==> src/rtl/mxcmd_pkg.sv <==
package mxcmd_pkg;
    localparam int ROW_W   = 16;
    localparam int ADDR_W  = 8;
    localparam int DQ_W    = 18;
    localparam int BURST   = 8;
    localparam int R2C_DLY = 10;
    localparam int C2D_DLY = 10;

    typedef struct packed {
        logic             write;
        logic [ROW_W-1:0] row;
        logic [ROW_W-1:0] col;
    } req_t;

    typedef struct packed {
        logic valid;
        logic write;
    } launch_t;

    function automatic logic [ADDR_W-1:0] half_sel(input logic [ROW_W-1:0] a, input logic upper);
        return upper ? a[ROW_W-1:ADDR_W] : a[ADDR_W-1:0];
    endfunction
endpackage

==> src/rtl/mxcmd_addr_seq.sv <==
module mxcmd_addr_seq
    import mxcmd_pkg::*;
#(
    parameter int R2C = R2C_DLY
) (
    input  logic              clk,
    input  logic              rst,
    input  logic              req_valid,
    output logic              req_ready,
    input  req_t              req_in,
    output logic              pin_sel,
    output logic              pin_rstb,
    output logic              pin_cstb,
    output logic              pin_wen,
    output logic [ADDR_W-1:0] addr_bus,
    output launch_t           launch
);
    localparam int LAST  = R2C + 2;
    localparam int CNT_W = $clog2(LAST + 1);

    logic [CNT_W-1:0] cnt;
    req_t             held;
    logic             accept;
    logic             row_lo, row_hi, col_lo, col_hi;

    assign req_ready = (cnt == '0) || (cnt == CNT_W'(LAST));
    assign accept    = req_valid && req_ready;

    always_ff @(posedge clk) begin
        if (rst) begin
            cnt  <= '0;
            held <= '0;
        end else begin
            if (accept) begin
                cnt  <= CNT_W'(1);
                held <= req_in;
            end else if (cnt == CNT_W'(LAST)) begin
                cnt <= '0;
            end else if (cnt != '0) begin
                cnt <= cnt + CNT_W'(1);
            end
        end
    end

    assign row_lo = (cnt == CNT_W'(1));
    assign row_hi = (cnt == CNT_W'(2));
    assign col_lo = (cnt == CNT_W'(R2C + 1));
    assign col_hi = (cnt == CNT_W'(R2C + 2));

    always_comb begin
        pin_sel  = row_lo || row_hi;
        pin_rstb = row_lo || row_hi;
        pin_cstb = col_lo || col_hi;
        pin_wen  = (col_lo || col_hi) && held.write;
        if (pin_sel)
            addr_bus = half_sel(held.row, row_hi);
        else if (pin_cstb)
            addr_bus = half_sel(held.col, col_hi);
        else
            addr_bus = '0;
        launch.valid = col_lo;
        launch.write = held.write;
    end
endmodule

==> src/rtl/mxcmd_delay_line.sv <==
module mxcmd_delay_line
    import mxcmd_pkg::*;
#(
    parameter int DEPTH = C2D_DLY - 1
) (
    input  logic    clk,
    input  logic    rst,
    input  launch_t din,
    output launch_t dout
);
    launch_t stage [DEPTH];

    generate
        for (genvar g = 0; g < DEPTH; g++) begin : g_stage
            always_ff @(posedge clk) begin
                if (rst)
                    stage[g] <= '0;
                else if (g == 0)
                    stage[g] <= din;
                else
                    stage[g] <= stage[(g == 0) ? 0 : g-1];
            end
        end
    endgenerate

    assign dout = stage[DEPTH-1];
endmodule

==> src/rtl/mxcmd_beat_eng.sv <==
module mxcmd_beat_eng
    import mxcmd_pkg::*;
#(
    parameter int BLEN = BURST
) (
    input  logic            clk,
    input  logic            rst,
    input  launch_t         start,
    input  logic [DQ_W-1:0] wr_data,
    input  logic [DQ_W-1:0] dq_in,
    output logic            wr_data_req,
    output logic [DQ_W-1:0] dq_out,
    output logic            dq_oe,
    output logic            ref_strb,
    output logic            rd_valid,
    output logic [DQ_W-1:0] rd_data
);
    localparam int IDX_W = (BLEN > 1) ? $clog2(BLEN) : 1;

    logic             active;
    logic             is_wr;
    logic [IDX_W-1:0] idx;
    logic             next_beat;

    assign next_beat   = start.valid || (active && (idx != IDX_W'(BLEN-1)));
    assign wr_data_req = next_beat && (start.valid ? start.write : is_wr);
    assign dq_oe       = active && is_wr;

    always_ff @(posedge clk) begin
        if (rst) begin
            active   <= 1'b0;
            is_wr    <= 1'b0;
            idx      <= '0;
            ref_strb <= 1'b0;
            dq_out   <= '0;
            rd_valid <= 1'b0;
            rd_data  <= '0;
        end else begin
            if (start.valid) begin
                active <= 1'b1;
                idx    <= '0;
                is_wr  <= start.write;
            end else if (active) begin
                if (idx == IDX_W'(BLEN-1))
                    active <= 1'b0;
                else
                    idx <= idx + IDX_W'(1);
            end
            ref_strb <= ref_strb ^ next_beat;
            if (wr_data_req)
                dq_out <= wr_data;
            rd_valid <= active && !is_wr;
            if (active && !is_wr)
                rd_data <= dq_in;
        end
    end
endmodule

==> src/rtl/mxcmd_seq.sv <==
module mxcmd_seq
    import mxcmd_pkg::*;
(
    input  logic              clk,
    input  logic              rst,
    input  logic              req_valid,
    output logic              req_ready,
    input  logic              req_write,
    input  logic [ROW_W-1:0]  req_row,
    input  logic [ROW_W-1:0]  req_col,
    output logic              pin_sel,
    output logic              pin_rstb,
    output logic              pin_cstb,
    output logic              pin_wen,
    output logic [ADDR_W-1:0] addr_bus,
    output logic [DQ_W-1:0]   dq_out,
    output logic              dq_oe,
    input  logic [DQ_W-1:0]   dq_in,
    output logic              ref_strb,
    output logic              wr_data_req,
    input  logic [DQ_W-1:0]   wr_data,
    output logic              rd_valid,
    output logic [DQ_W-1:0]   rd_data
);
    localparam int LINE_DEPTH = C2D_DLY - 1;

    req_t    req_in;
    launch_t launch;
    launch_t start;

    assign req_in = '{write: req_write, row: req_row, col: req_col};

    mxcmd_addr_seq #(.R2C(R2C_DLY)) u_addr (
        .clk       (clk),
        .rst       (rst),
        .req_valid (req_valid),
        .req_ready (req_ready),
        .req_in    (req_in),
        .pin_sel   (pin_sel),
        .pin_rstb  (pin_rstb),
        .pin_cstb  (pin_cstb),
        .pin_wen   (pin_wen),
        .addr_bus  (addr_bus),
        .launch    (launch)
    );

    mxcmd_delay_line #(.DEPTH(LINE_DEPTH)) u_dly (
        .clk  (clk),
        .rst  (rst),
        .din  (launch),
        .dout (start)
    );

    mxcmd_beat_eng #(.BLEN(BURST)) u_beat (
        .clk         (clk),
        .rst         (rst),
        .start       (start),
        .wr_data     (wr_data),
        .dq_in       (dq_in),
        .wr_data_req (wr_data_req),
        .dq_out      (dq_out),
        .dq_oe       (dq_oe),
        .ref_strb    (ref_strb),
        .rd_valid    (rd_valid),
        .rd_data     (rd_data)
    );
endmodule

==> config.mk <==
export PLATFORM = sky130hd
export DESIGN_NAME = mxcmd_seq
export DESIGN_NICKNAME = d
export VERILOG_FILES = /design/src/rtl/mxcmd_pkg.sv /design/src/rtl/mxcmd_addr_seq.sv /design/src/rtl/mxcmd_delay_line.sv /design/src/rtl/mxcmd_beat_eng.sv /design/src/rtl/mxcmd_seq.sv
export SDC_FILE = /design/constraint.sdc
export NUM_CORES = 1
export LEC_CHECK = 0
export CAP_MARGIN = 20
export CORE_MARGIN = 4
export CORE_UTILIZATION = 40
export CTS_CLUSTER_DIAMETER = 120
export CTS_CLUSTER_SIZE = 8
export DETAILED_ROUTE_END_ITERATION = 10
export GPL_ROUTABILITY_DRIVEN = 0
export GPL_TIMING_DRIVEN = 0
export PLACE_DENSITY = 0.78
export SETUP_SLACK_MARGIN = 0.1
export SLEW_MARGIN = 20
export SYNTH_ARGS = -nofsm -noshare
export SYNTH_HDL_FRONTEND = slang
export SYNTH_SLANG_ARGS = --single-unit
==> constraint.sdc <==
create_clock -name clk -period 2.1 [get_ports clk]
set_clock_uncertainty 0.2 [all_clocks]
set_input_delay 0.21 -clock clk [delete_from_list [all_inputs] [get_ports clk]]
set_output_delay 0.21 -clock clk [all_outputs]
set_load 0.02 [all_outputs]
==> results of run 1 <==
-- timing repair --
action / CTS / global route
resized for setup: 112 / 13
pin swaps: 12 / 7
setup buffers: 11 / 3
endpoints found under the setup margin: 17 / 23
-- flip-flops by register name, indices dropped and copies added (netlist names) --
| signal | cells |
|---|---|
| u_beat.is_wr | 1 |
| u_dly.stage | 18 |
| u_beat.rd_data | 18 |
| u_beat.rd_valid | 1 |
| u_beat.dq_out | 18 |
| u_addr.held | 32 |
| u_beat.active | 1 |
| u_beat.idx | 3 |
| u_beat.ref_strb | 1 |
| u_addr.launch | 1 |
| u_addr.cnt | 4 |
-- per-layer routing --
| metal | share of wire [%] | up-vias |
|---|---|---|
| met5 | 0 | - |
| met4 | 1.2 | 0 |
| met3 | 5.8 | 10 |
| met2 | 50 | 100 |
| met1 | 43 | 1620 |
| li1 | - | 1772 |
-- power breakdown --
| part | leakage (nW) | switching (mW) | internal (mW) |
|---|---|---|---|
| registers | 0.797 | 0.0426 | 1.92 |
| clock network | 0.127 | 0.632 | 0.828 |
| logic | 1.50 | 0.281 | 0.395 |
-- cell type report --
cell class	instances	area, um2	area share (%)
tap	136	170	2.74
timing repair buffer	136	1350	21.7
sequential	98	1970	31.8
inverter	6	28.8	0.464
clock inverter	6	113	1.82
multi-input combinational	312	2180	35.1
buffer	35	256	4.14
clock buffer	10	138	2.22
-- cell usage after synthesis (2+ instances only) --
library cell    n
nand2b_1      101
inv_1           6
ha_1            6
nand3b_1        8
buf_2          13
clkbuf_1       13
o21a_1          2
nand2_1        46
mux2i_1        52
dfxtp_1        98
a21oi_1        31
nor2_1          7
xnor2_1         2
o21ai_0         2
buf_12          3
buf_4           2
nor3_1          6
buf_6           4
and2_1          4
nor2b_1        24
a221o_1         8
-- final timing paths --
check,end,cells after the start
max,addr_bus[5],6
min,u_dly.stage[0][0],2
max reg2reg,u_addr.launch[0],7
min reg2reg,u_dly.stage[8][1],1
-- per-stage QoR --
| step | TNS (ns) | worst slack, ns | util (%) |
|---|---|---|---|
| finish | -1.77 | -0.213 | 59.5 |
| global route | -2.48 | -0.279 | 59.5 |
| CTS | -1.48 | -0.187 | 58.9 |
| detailed placement | -4.62 | -0.444 | 54.7 |
| global placement | -4.47 | -0.462 | 54.7 |
| floorplan | 0 | 0.229 | - |
-- critical path: cells and delay by family (launching register included) --
kind	cells	cell delay, ns
adder cells (fa/ha/maj)	1	0.20
buffers and inverters	3	0.43
AO/OA/AOI/OAI	1	0.35
flip-flops	1	0.40
AND/OR/NAND/NOR	1	0.17
-- logic make-up (layout without fill, tap and decap cells) --
kind of cell / count (synthesis) / in the layout / share of synthesized area, %
simple gates: 202 / 202 / 26.5
flops: 98 / 98 / 45.6
mux: 53 / 53 / 12.4
compound gates: 49 / 49 / 7.30
buf+inv: 42 / 193 / 6.05
fa+ha+maj: 6 / 6 / 1.75
xor+xnor: 2 / 2 / 0.407
==> metrics list, run 1 <==
- Run status: finished with violations
* Failing checks: setup timing
- The floorplan step set the die width to 112 um.
* Y dimension of the die: around 110 um
- Of all nets on the critical path, the largest fanout is 8.
* CTS tree: built
- Maximum clock path buffer count: 2
* Insertion delay to the later sink of the worst-skew pair: approximately 0.35 ns
- Number of design-rule violations left by the first detailed-router iteration: 140
- Fill cells in the final layout number between 800 and 900.
* Effective utilization at floorplan: approximately two fifths
- Count of flip-flops with a built-in enable after synthesis: 0
* Hold buffer count at cts: 0
- Maximum operating frequency: approximately 430 MHz
- Fraction of post-synthesis cell area in the top cell type by area: approximately 46%
* Root Driver: clkbuf_8
- Launch point of the worst path: u_addr.cnt[0]
* Antenna violations before repair: 0
- Post-Route WL: slightly above 10 mm
* Final cell count without fillers: approximately 740
* Number of global-route vias before repair: approximately 3600
- Data arrives at the worst endpoint at about 1.9 ns.
- Global routing used ~16% of the available tracks.
- DP Cell Count: about 700
* Antenna viol nets, final: 0
* Hold/Removal Path Class: in -> reg
- Worst supply voltage drop on vdd: between 0.3 and 0.4 mV
- The largest total area in the synthesized netlist belongs to dfxtp_1.
* Grt peak-use layer: met2
- Min setup slack post-route: -0.213 ns
- The initialized floorplan defines 37 standard-cell rows.
- Once placement finished, the instance area stood at ~5700 um2.
- For the pin with the worst max-slew slack, the measured transition is 0.547 ns.
- Top library cells by usage in the layout, fill and taps aside: clkdlybuf4s50_1 (109), nand2b_1 (101), dfxtp_1 (94), mux2i_1 (52), nand2_1 (46)
- Worst Hold Slack: 0.0749 ns
- For this design, the slowest cell found on the critical path is dfxtp_4.
- Share of cells above drive strength 1: ~15%
- Clock period minus worst slack: around 2.3 ns
- The signal on the critical path passes through clkinvlp_4, ha_4, and3_4, buf_6, a221o_1, buf_6.
- Total number of vias: approximately 3500
- Sum of net half-perimeters after detailed placement: roughly 7.7 mm
- Met1 Resource Use GR: a little under 20%
* Max Cap Viol: 0
- The max-slew violation count is 0.
* Count of mapped cells out of synthesis: ~450
- The Yosys step of the flow raised 0 warnings.
- The startpoint identified for the worst hold timing path is rst.
- Number of distinct standard cells referenced by the synthesized netlist: 35
- During I/O placement, the number of pins put on the boundary was ~130.
- Critical R2R Launch: u_addr.cnt[1]
- STA classifies the critical path startpoint as a register.
* Number of buffers inserted during clock tree synthesis: 9
- Setup repair after global routing could not meet its margin everywhere.
- Overall power consumption after layout is estimated at 4.10 mW.
- Depth of the CTS H-tree: 3
- Most common cell after layout, fill and taps aside: clkdlybuf4s50_1
- Area of the mapped netlist: around 4300 um2
- From synthesis to final layout, the design area changed by 44.2%.
- Headroom to the max-slew limit: a little under two thirds
- The number of nets handed over by synthesis was between 500 and 600.
- Die Outline Area: between 10000 and 15000 um2
- Counting stages on the worst path, the most repeated cell is buf_6.
- Dividing the detail-routed wire length by the instance count gives ~14 um.
* Main flop type after synthesis: dfxtp_1
* Antenna cells: 0
- The average instance in the mapped netlist occupies roughly 9.5 um2.
- CP Capture Type: primary output
* Area inside the core boundary: around 10000 um2
- R2R setup slack: 0.20 ns
* Number of synthesized register bits: roughly 100
- Drc violations: 0
- Number of I/O port buffers: about 120
- For this run, the detailed router's first-pass iteration total came to 4.
* Clock slew at the register clock pins of the worst setup and hold paths: 0.09 ns
- Leading cell types by total area after synthesis: dfxtp_1 (46%), nand2b_1 (15%), mux2i_1 (12%)
- Type of the worst setup path: reg -> out
- Net total in the final layout: 676
* Largest net degree at the start of global routing: 17
* Total power per unit cell area: between 600 and 700 nW/um2
* Leakage power summed over all cells: ~2.4 nW
- For met2 alone, demand over resource in global routing was between 20 and 30%.
* Residual overflow from global routing: 0
- The first global-routing pass estimated roughly 17 mm of wire.
- Slowest Stage Delay on Critical Path: roughly 0.40 ns
- Sequential cell area fraction in the yosys report: about 46%
* Per-cell via count in the routed design: around 4.7
- After synthesis, the share of flip-flops with an asynchronous set or reset is 0%.
* Final hold vios: 0
- Global routing consumed, on the met3 layer, roughly 4.2% of the routing resources.
- For this design, the sink count on the clock tree is between 90 and 100.
- Final instance area: just over 6000 um2
- Setup violations remaining at the end of the flow were counted as 10.
* Required @ worst endpoint: ~1.7 ns
- Crit share post-route: 110%
Note: power is estimated with default switching activity, not from simulation.
==> run 2, diff against run 1 <==
CORE_UTILIZATION = 47   (was 40)
PLACE_DENSITY = 0.88   (was 0.78)
==> run 2 against run 1 <==
  * The flow still finishes with violations (setup timing)
  * Sequential share of layout area up 0.35 points
  * Non-clock buffer count unchanged
  * Global-route usage is 3.1 points higher
  * Final area decreased by 1.1%
  * Largest cell class unchanged
==> metrics list, run 2 (same netlist as run 1, synthesis figures left out) <==
- The run finished, with violations left.
- Failing checks: setup timing
* Number of detailed-routing iterations run before antenna repair: 4 (unchanged)
- The share of cells above drive strength 1 was 15.8% (+0.83 points).
- Maximum fanout along the worst path: 6 (-2)
- DP Cell Count: 683 (-3.9%)
- Max Cap Viol: 0 (unchanged)
* Number of global-route vias before repair: 3772 (+6.0%)
- CTS tree: built
- Cell Chain, Critical Path: clkinvlp_4, ha_4, buf_2, nand3b_1, a21oi_2, a221o_1, buf_6
- Clock slew at the register clock pins of the worst setup and hold paths: 0.10 ns (about the same)
- Min setup slack post-route: -0.231 ns (-0.0176 ns)
- Standard cell with the maximum stage delay on the critical path: dfxtp_4
* Hold/Removal Path Class: in -> reg
- Fillers: 635 (-28%)
- The average detailed-routed wire length per instance is 15.1 um (+8.4%).
- Residual overflow from global routing: 0 (unchanged)
- Area overhead of the layout relative to synthesis: 42.7%
- First-pass GRT wire length: 17.3 mm (+3.1%)
- Root Driver: clkbuf_8
* Top library cells by usage in the layout, fill and taps aside: clkdlybuf4s50_1 (109), nand2b_1 (101), dfxtp_1 (94), mux2i_1 (52), nand2_1 (46)
- The width of the die came to 104 um (-7.2%).
- Maximum clock path buffer count: 2 (unchanged)
- Type of the worst setup path: reg -> out
- The highest cell delay on the worst timing path was 0.40 ns (about the same).
* Maximum operating frequency: 429 MHz (-0.76%)
- The effective utilization at floorplan was 48.8% (+7.5 points).
- The die footprint came to 10700 um2 (-14%).
- STA classifies the critical path startpoint as a register.
- Antenna cells: 0 (unchanged)
- Clock period minus worst slack: 2.33 ns (+0.0176 ns)
- Tot GR Track Use: 19.3% (+3.1 points)
- Antenna violations before repair: 0 (unchanged)
- Depth of the CTS H-tree: 3 (unchanged)
* Top-level I/O count: 125 (unchanged)
- The max-slew violation count was 0 (unchanged).
- Number of I/O port buffers: 123 (unchanged)
* Antenna viol nets, final: 0 (unchanged)
- Headroom to the max-slew limit: 66.8% (+3.3 points)
* Post-Route WL: 10.7 mm (+4.3%)
- Total power per unit cell area: 620 nW/um2 (-6.3%)
- Per-cell via count in the routed design: 5.02 (+6.0%)
- Hold buffer count at cts: 0 (unchanged)
* Area inside the core boundary: 8810 um2 (-15%)
- Total number of vias: 3572 (+2.0%)
* Register containing the most flip-flops in the final layout: u_addr.held
- Final hold vios: 0 (unchanged)
- Net total in the final layout: 676 (unchanged)
- In this design, the largest share of critical-path delay is due to buffers and inverters.
- The post-route non-filler standard cell count is 711 (-3.8%).
- The slew at the pin closest to its max-slew limit was 0.498 ns (-0.0489 ns).
* Required @ worst endpoint: 1.69 ns (about the same)
* Most common cell after layout, fill and taps aside: clkdlybuf4s50_1
* Unrepaired setup endpoints after global routing: true
- Largest net degree at the start of global routing: 19 (+2)
- The setup total negative slack is -1.89 ns (-0.126 ns).
- Crit share post-route: 111% (+0.84 points)
* Leakage power summed over all cells: 2.39 nW (-1.6%)
* Number of rows in the core area: 34 (-8.1%)
* Number of design-rule violations left by the first detailed-router iteration: 126 (-10%)
- Drc violations: 0 (unchanged)
- Max reg flops: 32 (unchanged)
- The clock insertion delay at the later pin of the skew report came to 0.35 ns (about the same).
* Number of buffers inserted during clock tree synthesis: 9 (unchanged)
* Sum of net half-perimeters after detailed placement: 7.57 mm (-1.9%)
* Crit path DAT: 1.92 ns (+0.02 ns)
* Number of buffers and inverters on the critical path: 3 (unchanged)
* Y dimension of the die: 104 um (-7.2%)
* CP Capture Type: primary output
* CTS Sinks: 98 (unchanged)
- The peak supply drop is 0.355 mV (+13%).
* Number of setup violations in the final report: 12 (+2)
run 2: report_power, final:
part	total (mW)	internal (mW)	leakage (nW)	switching, mW
sequential	1.97	1.93	0.797	0.0461
combinational	0.690	0.403	1.51	0.286
clock	1.14	0.449	0.0844	0.694
total	3.80	2.78	2.39	1.03
run 2: worst paths after layout:
path                           from                 to  slack, ns  cells past startpoint
setup / recovery      u_addr.cnt[0]        addr_bus[0]      -0.23                      7
hold / removal                  rst  u_dly.stage[0][0]       0.08                      2
setup reg to reg      u_addr.cnt[1]     u_addr.held[7]       0.18                      8
hold reg to reg   u_dly.stage[7][1]  u_dly.stage[8][1]       0.24                      1
run 2: worst register-to-register path, cell delays in order, from the launching register on:
cell and delay (ns):
dfxtp_4 0.38, inv_1 0.13, ha_4 0.17, buf_4 0.13, inv_2 0.05, a211oi_2 0.22
buf_6 0.20, buf_12 0.16, mux2i_1 0.21
run 2: layout make-up:
cell class | count | area (um2) | area share (%)
repair buffers | 138 | 1390 | 22.6
well taps | 108 | 135 | 2.20
multi-input cells | 312 | 2190 | 35.8
clock buffers | 9 | 124 | 2.02
flip-flops and latches | 98 | 1970 | 32.1
clock inverters | 7 | 60.1 | 0.979
inverters | 6 | 26.3 | 0.428
plain buffers | 33 | 238 | 3.88
run 2: timing repair:
action                                  4_1_cts  5_1_grt
gates resized for setup                     121       15
pin swaps                                    16       14
setup buffers                                 9        4
endpoints found under the setup margin       40       25
gates cloned                                  1        1
run 2: per-layer routing:
| metal | vias to the layer above | track usage, % | share of wire (%) |
|---|---|---|---|
| met5 | - | 0 | 0 |
| met4 | 0 | 7.22 | 2.4 |
| met3 | 23 | 4.98 | 5.6 |
| met2 | 120 | 34.8 | 51 |
| met1 | 1652 | 21.8 | 41 |
| li1 | 1777 | - | - |
run 2: metrics by stage:
stage	setup slack [ns]	utilization [%]	instance area, um2	power (mW)	hold slack [ns]
after floorplan	0.229	-	4300	2.34	0.146
after global placement	-0.506	64.4	5670	2.58	0.217
after detailed placement	-0.513	64.4	5670	2.59	0.227
after CTS	-0.172	68.8	6060	3.79	0.0507
after global routing	-0.286	69.7	6130	3.95	0.0879
final	-0.231	69.7	6130	3.80	0.0769
==> run 3, diff against run 2 <==
CTS_CLUSTER_DIAMETER = unset   (was 120)
==> results of run 3 <==
Final layout, timing and power as in run 2 (identical DEF).
